===== config.mk =====
export PLATFORM = sky130hd
export DESIGN_NAME = tmr_pair_ctl
export DESIGN_NICKNAME = d
export VERILOG_FILES = /design/src/rtl/tmr_pkg.sv /design/src/rtl/tmr_pin_sync.sv /design/src/rtl/tmr_src_sel.sv /design/src/rtl/tmr_count_unit.sv /design/src/rtl/tmr_pair_ctl.sv
export SDC_FILE = /design/constraint.sdc
export NUM_CORES = 1
export LEC_CHECK = 0
export BUFFER_PORTS_ARGS = -buffer_cell sky130_fd_sc_hd__buf_2
export CAP_MARGIN = 15
export CORE_MARGIN = 2
export CORE_UTILIZATION = 55
export CTS_CLUSTER_DIAMETER = 40
export DETAILED_ROUTE_END_ITERATION = 8
export PLACE_DENSITY = 0.82
export SLEW_MARGIN = 20
export SYNTH_ARGS = -nofsm -noshare
export SYNTH_HDL_FRONTEND = slang
export SYNTH_HIERARCHICAL = 1
export SYNTH_SLANG_ARGS = --single-unit

===== constraint.sdc =====
create_clock -name clk -period 2.9 [get_ports clk]
set_clock_uncertainty 0.15 [all_clocks]
set_input_delay 0.145 -clock clk [delete_from_list [all_inputs] [get_ports clk]]
set_output_delay 0.145 -clock clk [all_outputs]
set_load 0.1 [all_outputs]

===== src/rtl/tmr_pkg.sv =====
`timescale 1ns/1ps
package tmr_pkg;
    localparam int DW     = 8;
    localparam int LOW_W  = 5;
    localparam int INC_W  = 2;
    localparam int AW     = 3;

    typedef enum logic [1:0] {SRC_TICK_A, SRC_TICK_B, SRC_PIN, SRC_CPU} src_e;
    typedef enum logic [1:0] {MD_13, MD_16, MD_RELOAD, MD_SPLIT} mode_e;

    localparam logic [AW-1:0] A_MODE = 3'd0;
    localparam logic [AW-1:0] A_CTRL = 3'd1;
    localparam logic [AW-1:0] A_SRC  = 3'd2;
    localparam logic [AW-1:0] A_TL0  = 3'd3;
    localparam logic [AW-1:0] A_TH0  = 3'd4;
    localparam logic [AW-1:0] A_TL1  = 3'd5;
    localparam logic [AW-1:0] A_TH1  = 3'd6;

    typedef struct packed {
        logic [DW-1:0] mode_r;
        logic [DW-1:0] src_r;
        logic [DW-1:0] tl0;
        logic [DW-1:0] th0;
        logic [DW-1:0] tl1;
        logic [DW-1:0] th1;
        logic          run0;
        logic          run1;
        logic          flag0;
        logic          flag1;
    } regs_t;
endpackage


===== src/rtl/tmr_pin_sync.sv =====
`timescale 1ns/1ps
module tmr_pin_sync #(
    parameter int   STAGES  = 2,
    parameter logic RST_VAL = 1'b1
) (
    input  logic clk,
    input  logic rst_n,
    input  logic pin_i,
    output logic level_o,
    output logic fall_o
);
    logic [STAGES:0] chain_d, chain_q;

    always_comb begin
        chain_d = {chain_q[STAGES-1:0], pin_i};
    end

    always_ff @(posedge clk or negedge rst_n) begin
        if (!rst_n) chain_q <= {(STAGES+1){RST_VAL}};
        else        chain_q <= chain_d;
    end

    assign level_o = chain_q[STAGES-1];
    assign fall_o  = chain_q[STAGES] & ~chain_q[STAGES-1];

    // a detected edge lasts a single cycle
    assert_fall_single_R4: assert property (@(posedge clk) disable iff (!rst_n)
        fall_o |=> !fall_o);
endmodule


===== src/rtl/tmr_src_sel.sv =====
`timescale 1ns/1ps
module tmr_src_sel #(
    parameter int INC_W = 2
) (
    input  logic [1:0]       sel,
    input  logic             pin_force,
    input  logic             tick_a,
    input  logic             tick_b,
    input  logic             pin_fall,
    input  logic [INC_W-1:0] cpu_amt,
    output logic [INC_W-1:0] inc_o
);
    import tmr_pkg::*;

    always_comb begin
        inc_o = '0;
        if (pin_force) begin
            inc_o = INC_W'(pin_fall);
        end else begin
            case (src_e'(sel))
                SRC_TICK_A: inc_o = INC_W'(tick_a);
                SRC_TICK_B: inc_o = INC_W'(tick_b);
                SRC_PIN:    inc_o = INC_W'(pin_fall);
                default:    inc_o = cpu_amt;
            endcase
        end
    end
endmodule


===== src/rtl/tmr_count_unit.sv =====
`timescale 1ns/1ps
module tmr_count_unit #(
    parameter int DW    = 8,
    parameter int LOW_W = 5,
    parameter int INC_W = 2
) (
    input  logic [1:0]       mode,
    input  logic             en,
    input  logic [DW-1:0]    tl_i,
    input  logic [DW-1:0]    th_i,
    input  logic [INC_W-1:0] inc_i,
    output logic [DW-1:0]    tl_o,
    output logic [DW-1:0]    th_o,
    output logic             carry_o
);
    import tmr_pkg::*;

    localparam int NARROW_W = DW + LOW_W;
    localparam int WIDE_W   = 2 * DW;

    logic [NARROW_W:0] sum_narrow;
    logic [WIDE_W:0]   sum_wide;
    logic [DW:0]       sum_low;

    assign sum_narrow = {1'b0, th_i, tl_i[LOW_W-1:0]} + (NARROW_W+1)'(inc_i);
    assign sum_wide   = {1'b0, th_i, tl_i} + (WIDE_W+1)'(inc_i);
    assign sum_low    = {1'b0, tl_i} + (DW+1)'(inc_i);

    always_comb begin
        tl_o    = tl_i;
        th_o    = th_i;
        carry_o = 1'b0;
        if (en) begin
            case (mode_e'(mode))
                MD_13: begin
                    tl_o    = {tl_i[DW-1:LOW_W], sum_narrow[LOW_W-1:0]};
                    th_o    = sum_narrow[NARROW_W-1:LOW_W];
                    carry_o = sum_narrow[NARROW_W];
                end
                MD_16: begin
                    tl_o    = sum_wide[DW-1:0];
                    th_o    = sum_wide[WIDE_W-1:DW];
                    carry_o = sum_wide[WIDE_W];
                end
                MD_RELOAD: begin
                    tl_o    = sum_low[DW] ? th_i : sum_low[DW-1:0];
                    carry_o = sum_low[DW];
                end
                default: ;
            endcase
        end
    end
endmodule


===== src/rtl/tmr_pair_ctl.sv =====
`timescale 1ns/1ps
module tmr_pair_ctl #(
    parameter int SYNC_STAGES = 2
) (
    input  logic        clk,
    input  logic        rst_n,
    input  logic        wr_en,
    input  logic [2:0]  wr_addr,
    input  logic [7:0]  wr_data,
    input  logic [2:0]  rd_addr,
    output logic [7:0]  rd_data,
    input  logic        cnt0_pin,
    input  logic        cnt1_pin,
    input  logic        gate0_pin,
    input  logic        gate1_pin,
    input  logic        tick_a,
    input  logic        tick_b,
    input  logic [1:0]  fetch_bytes,
    input  logic        instr_done,
    input  logic        flag0_ack,
    input  logic        flag1_ack,
    output logic        ovf0_flag,
    output logic        ovf1_flag
);
    import tmr_pkg::*;

    localparam int NPIN = 4;

    regs_t st_d, st_q;

    // ---------------- pin synchronizers ----------------
    logic [NPIN-1:0] pin_raw, pin_lvl, pin_fall;
    assign pin_raw = {gate1_pin, gate0_pin, cnt1_pin, cnt0_pin};

    for (genvar gi = 0; gi < NPIN; gi++) begin : g_sync
        tmr_pin_sync #(
            .STAGES  (SYNC_STAGES),
            .RST_VAL ((gi < 2) ? 1'b1 : 1'b0)
        ) u_sync (
            .clk     (clk),
            .rst_n   (rst_n),
            .pin_i   (pin_raw[gi]),
            .level_o (pin_lvl[gi]),
            .fall_o  (pin_fall[gi])
        );
    end

    // ---------------- field decode ----------------
    logic       gate_en0, gate_en1, pin_cnt0, pin_cnt1;
    logic [1:0] mode0, mode1, sel0, sel1;
    logic       split;

    assign gate_en1 = st_q.mode_r[7];
    assign pin_cnt1 = st_q.mode_r[6];
    assign mode1    = st_q.mode_r[5:4];
    assign gate_en0 = st_q.mode_r[3];
    assign pin_cnt0 = st_q.mode_r[2];
    assign mode0    = st_q.mode_r[1:0];
    assign sel1     = st_q.src_r[7:6];
    assign sel0     = st_q.src_r[5:4];
    assign split    = (mode0 == MD_SPLIT);

    logic cnt0_wr, cnt1_wr, ctrl_wr;
    assign cnt0_wr = wr_en && ((wr_addr == A_TL0) || (wr_addr == A_TH0));
    assign cnt1_wr = wr_en && ((wr_addr == A_TL1) || (wr_addr == A_TH1));
    assign ctrl_wr = wr_en && (wr_addr == A_CTRL);

    logic go0, go1;
    assign go0 = st_q.run0 & (~gate_en0 | pin_lvl[2]);
    assign go1 = st_q.run1 & (~gate_en1 | pin_lvl[3]);

    // ---------------- source selection ----------------
    logic [INC_W-1:0] inc0, inc0_hi, inc1;

    tmr_src_sel #(.INC_W(INC_W)) u_src0 (
        .sel       (sel0),
        .pin_force (pin_cnt0),
        .tick_a    (tick_a),
        .tick_b    (tick_b),
        .pin_fall  (pin_fall[0]),
        .cpu_amt   (INC_W'(instr_done)),
        .inc_o     (inc0)
    );

    tmr_src_sel #(.INC_W(INC_W)) u_src0_hi (
        .sel       (sel0),
        .pin_force (1'b0),
        .tick_a    (tick_a),
        .tick_b    (tick_b),
        .pin_fall  (pin_fall[0]),
        .cpu_amt   (INC_W'(instr_done)),
        .inc_o     (inc0_hi)
    );

    tmr_src_sel #(.INC_W(INC_W)) u_src1 (
        .sel       (sel1),
        .pin_force (pin_cnt1),
        .tick_a    (tick_a),
        .tick_b    (tick_b),
        .pin_fall  (pin_fall[1]),
        .cpu_amt   (fetch_bytes),
        .inc_o     (inc1)
    );

    // ---------------- counting units ----------------
    logic          en0, en1, c0, c1;
    logic [DW-1:0] u0_tl, u0_th, u1_tl, u1_th;

    assign en0 = go0 & ~cnt0_wr & ~split;
    assign en1 = ~cnt1_wr & (mode1 != MD_SPLIT) & (split | go1);

    tmr_count_unit #(.DW(DW), .LOW_W(LOW_W), .INC_W(INC_W)) u_cnt0 (
        .mode    (mode0),
        .en      (en0),
        .tl_i    (st_q.tl0),
        .th_i    (st_q.th0),
        .inc_i   (inc0),
        .tl_o    (u0_tl),
        .th_o    (u0_th),
        .carry_o (c0)
    );

    tmr_count_unit #(.DW(DW), .LOW_W(LOW_W), .INC_W(INC_W)) u_cnt1 (
        .mode    (mode1),
        .en      (en1),
        .tl_i    (st_q.tl1),
        .th_i    (st_q.th1),
        .inc_i   (inc1),
        .tl_o    (u1_tl),
        .th_o    (u1_th),
        .carry_o (c1)
    );

    // split-mode halves of Timer 0
    logic [DW:0] half_lo, half_hi;
    assign half_lo = {1'b0, st_q.tl0} + (DW+1)'(inc0);
    assign half_hi = {1'b0, st_q.th0} + (DW+1)'(inc0_hi);

    // ---------------- next state ----------------
    logic set0, set1;

    always_comb begin
        st_d = st_q;
        set0 = 1'b0;
        set1 = 1'b0;

        if (!split) begin
            st_d.tl0 = u0_tl;
            st_d.th0 = u0_th;
            set0     = c0;
        end else begin
            if (go0 && !cnt0_wr) begin
                st_d.tl0 = half_lo[DW-1:0];
                set0     = half_lo[DW];
            end
            if (st_q.run1 && !cnt0_wr) begin
                st_d.th0 = half_hi[DW-1:0];
                set1     = half_hi[DW];
            end
        end

        st_d.tl1 = u1_tl;
        st_d.th1 = u1_th;
        if (!split) set1 = c1;

        st_d.flag0 = set0 | (st_q.flag0 & ~flag0_ack);
        st_d.flag1 = set1 | (st_q.flag1 & ~flag1_ack);

        if (wr_en) begin
            case (wr_addr)
                A_MODE: st_d.mode_r = wr_data;
                A_CTRL: begin
                    st_d.run0  = wr_data[0];
                    st_d.run1  = wr_data[1];
                    st_d.flag0 = wr_data[2];
                    st_d.flag1 = wr_data[3];
                end
                A_SRC:  st_d.src_r = {wr_data[7:4], 4'b0000};
                A_TL0:  st_d.tl0 = wr_data;
                A_TH0:  st_d.th0 = wr_data;
                A_TL1:  st_d.tl1 = wr_data;
                A_TH1:  st_d.th1 = wr_data;
                default: ;
            endcase
        end
    end

    always_ff @(posedge clk or negedge rst_n) begin
        if (!rst_n) st_q <= '0;
        else        st_q <= st_d;
    end

    // ---------------- readback ----------------
    always_comb begin
        case (rd_addr)
            A_MODE:  rd_data = st_q.mode_r;
            A_CTRL:  rd_data = {4'b0000, st_q.flag1, st_q.flag0, st_q.run1, st_q.run0};
            A_SRC:   rd_data = st_q.src_r;
            A_TL0:   rd_data = st_q.tl0;
            A_TH0:   rd_data = st_q.th0;
            A_TL1:   rd_data = st_q.tl1;
            A_TH1:   rd_data = st_q.th1;
            default: rd_data = '0;
        endcase
    end

    assign ovf0_flag = st_q.flag0;
    assign ovf1_flag = st_q.flag1;

    // ---------------- assertions ----------------
    assert_wr_wins_R12: assert property (@(posedge clk) disable iff (!rst_n)
        (wr_en && wr_addr == A_TL0) |=> (st_q.tl0 == $past(wr_data)));

    assert_ack_clears_R13: assert property (@(posedge clk) disable iff (!rst_n)
        (flag0_ack && !ctrl_wr && !set0) |=> !ovf0_flag);

    assert_reload_keeps_hi_R9: assert property (@(posedge clk) disable iff (!rst_n)
        (mode1 == MD_RELOAD && !(wr_en && wr_addr == A_TH1)) |=> $stable(st_q.th1));

    assert_stopped_holds_R6: assert property (@(posedge clk) disable iff (!rst_n)
        (!st_q.run0 && !split && !cnt0_wr) |=> ($stable(st_q.tl0) && $stable(st_q.th0)));

    assert_t1_split_holds_R10: assert property (@(posedge clk) disable iff (!rst_n)
        (mode1 == MD_SPLIT && !cnt1_wr) |=> ($stable(st_q.tl1) && $stable(st_q.th1)));
endmodule


Word-level counts from Yosys, hierarchy flattened
Index checks and enable logic that the tools add are counted.
{"block": "totals", "elab_cells": 115, "ff_bits": 58, "in_bits": 28}
{"block": "op_classes", "addsub": 7, "bitwise": 24, "n_mux": 32, "reduce_logical": 16, "n_eq_ne": 22}
{"op": "2-to-1 mux 8 bit", "n": 12}
{"op": "one-hot mux 8 bit (7 select lines)", "n": 1}
{"op": "one-hot mux 8 bit (3 select lines)", "n": 2}
{"op": "2-to-1 mux 36 bit", "n": 1}
{"op": "adder 16 x 2 -> 17 bit", "n": 2}
{"op": "one-hot mux 8 bit (2 select lines)", "n": 2}
{"op": "adder 13 x 2 -> 14 bit", "n": 2}
{"op": "adder 8 x 2 -> 9 bit", "n": 3}
{"op": "== test 3 bit (second input constant)", "n": 6}
{"op": "2-to-1 mux 16 bit", "n": 1}
{"op": "== test 3 x 2 -> 1 bit (second input constant)", "n": 4}
{"op": "AND 1 bit", "n": 10}
{"op": "== test 2 bit (second input constant)", "n": 5}
{"op": "inverter 1 bit", "n": 9}
{"op": "one-hot mux 1 bit (3 select lines)", "n": 3}
{"op": "== test 2 x 1 -> 1 bit (second input constant)", "n": 4}
{"op": "logical NOT 2 bit", "n": 4}
{"op": "2-to-1 mux 1 bit", "n": 7}
{"op": "== test 3 x 1 -> 1 bit (second input constant)", "n": 2}
{"op": "logical NOT 3 bit", "n": 2}
{"op": "one-hot mux 2 bit (3 select lines)", "n": 1}
{"op": "AND reduction 2 bit", "n": 3}
{"op": "OR 1 bit", "n": 5}
{"op": "logical AND 1 bit", "n": 4}
{"op": "5 further kinds", "n": 6}

Depth between registers and ports, before layout
{"block": "depth", "ltp_word": 11, "ltp_mapped": 14}

By module
The synthesis kept the hierarchy.
{"module": "tmr_pair_ctl", "seq_area_each_um2": 1201.2, "area_per_inst_um2": 2874.0, "n_inst": 1, "cells_each": 283}
{"module": "tmr_count_unit (u_cnt0)", "seq_area_each_um2": 0.0, "area_per_inst_um2": 666.9, "n_inst": 1, "cells_each": 94}
{"module": "tmr_count_unit (u_cnt1)", "seq_area_each_um2": 0.0, "area_per_inst_um2": 623.1, "n_inst": 1, "cells_each": 83}
{"module": "tmr_pin_sync (g_sync[0].u_sync ...)", "seq_area_each_um2": 78.8, "area_per_inst_um2": 92.6, "n_inst": 2, "cells_each": 4}
{"module": "tmr_pin_sync (g_sync[2].u_sync ...)", "seq_area_each_um2": 75.1, "area_per_inst_um2": 88.8, "n_inst": 2, "cells_each": 4}
{"module": "tmr_src_sel", "seq_area_each_um2": 0.0, "area_per_inst_um2": 53.8, "n_inst": 3, "cells_each": 8}

Worst setup path after synthesis
OpenSTA, ideal clock, no wires.
{"block": "synth_path", "path_kind": "input to output", "start": "input port rd_addr[1]", "end": "output port rd_data[6]", "setup_slack_ps": -241, "t_arrival_ps": 2846, "path_stages": 4, "t_required_ps": 2605, "path_buffers": 1, "path_cell_list": "clkbuf_1 -> and2_1 -> a22oi_1 -> o21ai_0"}
{"block": "synth_via", "elab_chain_len": 2}
{"item": "start, declared", "line_no": "tmr_pair_ctl.sv:10", "source": "input logic [2:0] rd_addr,"}
{"item": "== test 3 bit, or another cell as far along", "line_no": "tmr_pair_ctl.sv:195", "source": "case (rd_addr)"}
{"item": "one-hot mux 8 bit (7 select lines) (*)", "line_no": "tmr_pair_ctl.sv:195"}
{"item": "end, declared", "line_no": "tmr_pair_ctl.sv:11", "source": "output logic [7:0] rd_data,"}
Mark *: on every way between the ends. The rest lies on a longest branch, timed or not.

==> impl_metrics.json <==
{
  "start_util": 0.5640,
  "drc": 0,
  "core_um2": 8175,
  "r2r_start": "sel0[0]$_DFFE_PN0P_",
  "antenna_left": 0,
  "max_freq_mhz": 342.8,
  "via_count": 4598,
  "synth.avg_cell_area_um2": 9.296,
  "power_leakage_nw": 2.319,
  "place_hpwl_um": 10340,
  "antenna_found_initial": 0,
  "maxUsedRoutingLayer": "met4",
  "grt_pass1_vias": 4254,
  "die_w_um": 95.56,
  "power.density_nw_per_um2": 793.2,
  "wl_met2_um": 6828,
  "finalHoldViolCount": 0,
  "h-tree-depth": 3,
  "hold_slack_ns": 0.03341,
  "critPathKind": "reg -> reg",
  "gp_congestion": 0.9642,
  "violations": "negative setup slack",
  "via_per_inst": 6.782,
  "cts_root_buf": "clkbuf_8",
  "clkLatencyLatePin_ns": 0.34,
  "switching_share": 0.4574,
  "status": "finished, violations left",
  "grt_max_degree": 31,
  "cts_buffer_depth": 2,
  "p_sw_w": 0.002025,
  "num_rows": 33,
  "drt-initial-drc-count": 639,
  "drt-pass1-iter-count": 6,
  "die_h_um": 95.56,
  "r2r_slack_ns": -0.02,
  "area_growth_syn_to_layout_pct": 21.03,
  "drv_cap": 0,
  "layout_setup_ws_ns": -0.01756,
  "grt-ovfl-total": 0,
  "drive_gt1_frac": 0.3246,
  "maxSlewViolCount": 0,
  "rr_endpoint": "st_q[24]$_DFF_PN0_",
  "min_period_over_period": 1.006,
  "holdPathStages": 3,
  "grtUsageTotal": 0.3322,
  "crit_path_start_kind": "flop",
  "setup_violations": 7,
  "syn_area_um2": 4611,
  "antenna_cells": 0,
  "internal_power_w": 0.002402,
  "routed_wirelength_um": 14870,
  "cts_made_buffers": 9,
  "hp-class": "in -> reg",
  "clkPwrFrac": 0.185,
  "post_drt_wl_per_cell_um": 21.93,
  "fin_area_um2": 5580,
  "reg2regPathDepth": 11,
  "fin_nets": 609,
  "dpl_cell_area_um2": 5037,
  "final_period_minus_worst_setup_slack_ns": 2.918,
  "rsz0062_at_grt": "true",
  "ir_drop_mv": 0.6183,
  "clk_pin_slew_ns": 0.08,
  "die_area_um2": 9132,
  "relSlewSlack": 0.5476,
  "syn_inst": 496,
  "io_pins": 38,
  "grt_pass1_wl_um": 22450,
  "routed-wl-met3_um": 1555,
  "worstSetupEndpointType": "flop",
  "fill_cells": 636,
  "cts_sinks": 58,
  "tightestPinTransition_ns": 0.6787,
  "hp-start": "wr_data[1]",
  "required_ns": 3.01,
  "hold_path_end": "st_q[29]$_DFF_PN0_",
  "arrival_ns": 3.02,
  "critPathMaxFanout": 5,
  "cts_tree": "yes",
  "yosysWarnings": 6,
  "met1_length_um": 6057,
  "p_seq_frac": 0.360,
  "pwr-share-comb": 0.455,
  "io_buffers": 37
}
## sequential cells by signal (all words and copies together), names as in the netlist
signal,count
mode0,2
gate_en1,1
sel0,2
mode1,2
sel1,2
ovf1_flag,1
pin_cnt1,1
g_sync.u_sync/chain_q,10
pin_cnt0,1
ovf0_flag,1
gate_en0,1
st_q,34
## routing by layer
metal	vias up	global-route usage
met1	2209	0.4668
li1	2007	-
met3	52	0.06403
met2	330	0.5093
met4	0	0.1238
met5	-	0
## metrics by stage
| stage | util | power (W) | setup TNS, ns | cells | setup WS [ns] |
|---|---|---|---|---|---|
| 6_report | 0.6826 | 0.004426 | -0.07896 | 678 | -0.01756 |
| 5_1_grt | 0.6826 | 0.004638 | -2.112 | 678 | -0.1684 |
| 4_1_cts | 0.6555 | 0.004191 | -0.1219 | 671 | -0.03683 |
| 3_5_place_dp | 0.6162 | 0.003342 | -0.5494 | 647 | -0.06979 |
| 3_3_place_gp | 0.6162 | 0.003274 | -0.01829 | 647 | -0.01829 |
| 2_1_floorplan | - | 0.002724 | 0 | 501 | 0.01294 |
## worst max-delay path by stage
stage                                          startpoint                  to  cells after the start
CTS                 g_sync[1].u_sync/chain_q[2]$_DFF_PN1_  st_q[17]$_DFF_PN0_                     11
finish                                sel0[0]$_DFFE_PN0P_  st_q[24]$_DFF_PN0_                     11
detailed placement  g_sync[1].u_sync/chain_q[2]$_DFF_PN1_  st_q[10]$_DFF_PN0_                     11
global route                          sel0[0]$_DFFE_PN0P_  st_q[24]$_DFF_PN0_                     11
global placement    g_sync[1].u_sync/chain_q[2]$_DFF_PN1_  st_q[10]$_DFF_PN0_                     11
floorplan           g_sync[0].u_sync/chain_q[1]$_DFF_PN1_  st_q[31]$_DFF_PN0_                     13
## layout by cell type, fill, tap and decap left out, types with 15 or more instances in the layout
cell / n
buf_2: 37
nand2_1: 38
o21ai_0: 17
mux2_2: 29
buf_4: 28
nor2_1: 27
o21ai_1: 15
xnor2_1: 20
a21oi_1: 24
inv_1: 15
dfrtp_1: 51
## worst max-delay path, cell delays in order (launching register included)
cell	delay (ns)
dfrtp_2	0.43
buf_6	0.13
mux2i_1	0.11
o31ai_1	0.26
a21o_1	0.18
ha_2	0.21
inv_2	0.05
fa_2	0.37
nor4b_4	0.40
nand3_2	0.15
xor2_2	0.18
o221ai_2	0.19
## timing repair
action / CTS / global route
pin swaps: 1 / 23
endpoints found under the setup margin: 20 / 29
hold endpoints to repair: 31 / 0
resized for setup: 6 / 50
hold buffers: 9 / 0
gates cloned: 0 / 0
buffers inserted: 0 / 7
## cell type report
class / instances / area (um2) / share of cell area
multi-input cells: 404 / 3174 / 0.5688
flip-flops and latches: 58 / 1460 / 0.2617
repair buffers: 78 / 530.5 / 0.09507
well taps: 105 / 131.4 / 0.02354
clock buffers: 9 / 123.9 / 0.02220
clock inverters: 6 / 92.59 / 0.01659
inverters: 18 / 67.56 / 0.01211
## power groups by stage
| stage | logic, W | clock network, W | registers, W |
|---|---|---|---|
| 2_1_floorplan | 0.00134 | 0 | 0.00138 |
| 3_3_place_gp | 0.00173 | 0 | 0.00155 |
| 3_5_place_dp | 0.00178 | 0 | 0.00156 |
| 4_1_cts | 0.00182 | 0.000828 | 0.00155 |
| 5_1_grt | 0.00216 | 0.000868 | 0.00161 |
| 6_report | 0.00201 | 0.000819 | 0.00159 |
Power figures use the tool's default switching activity.
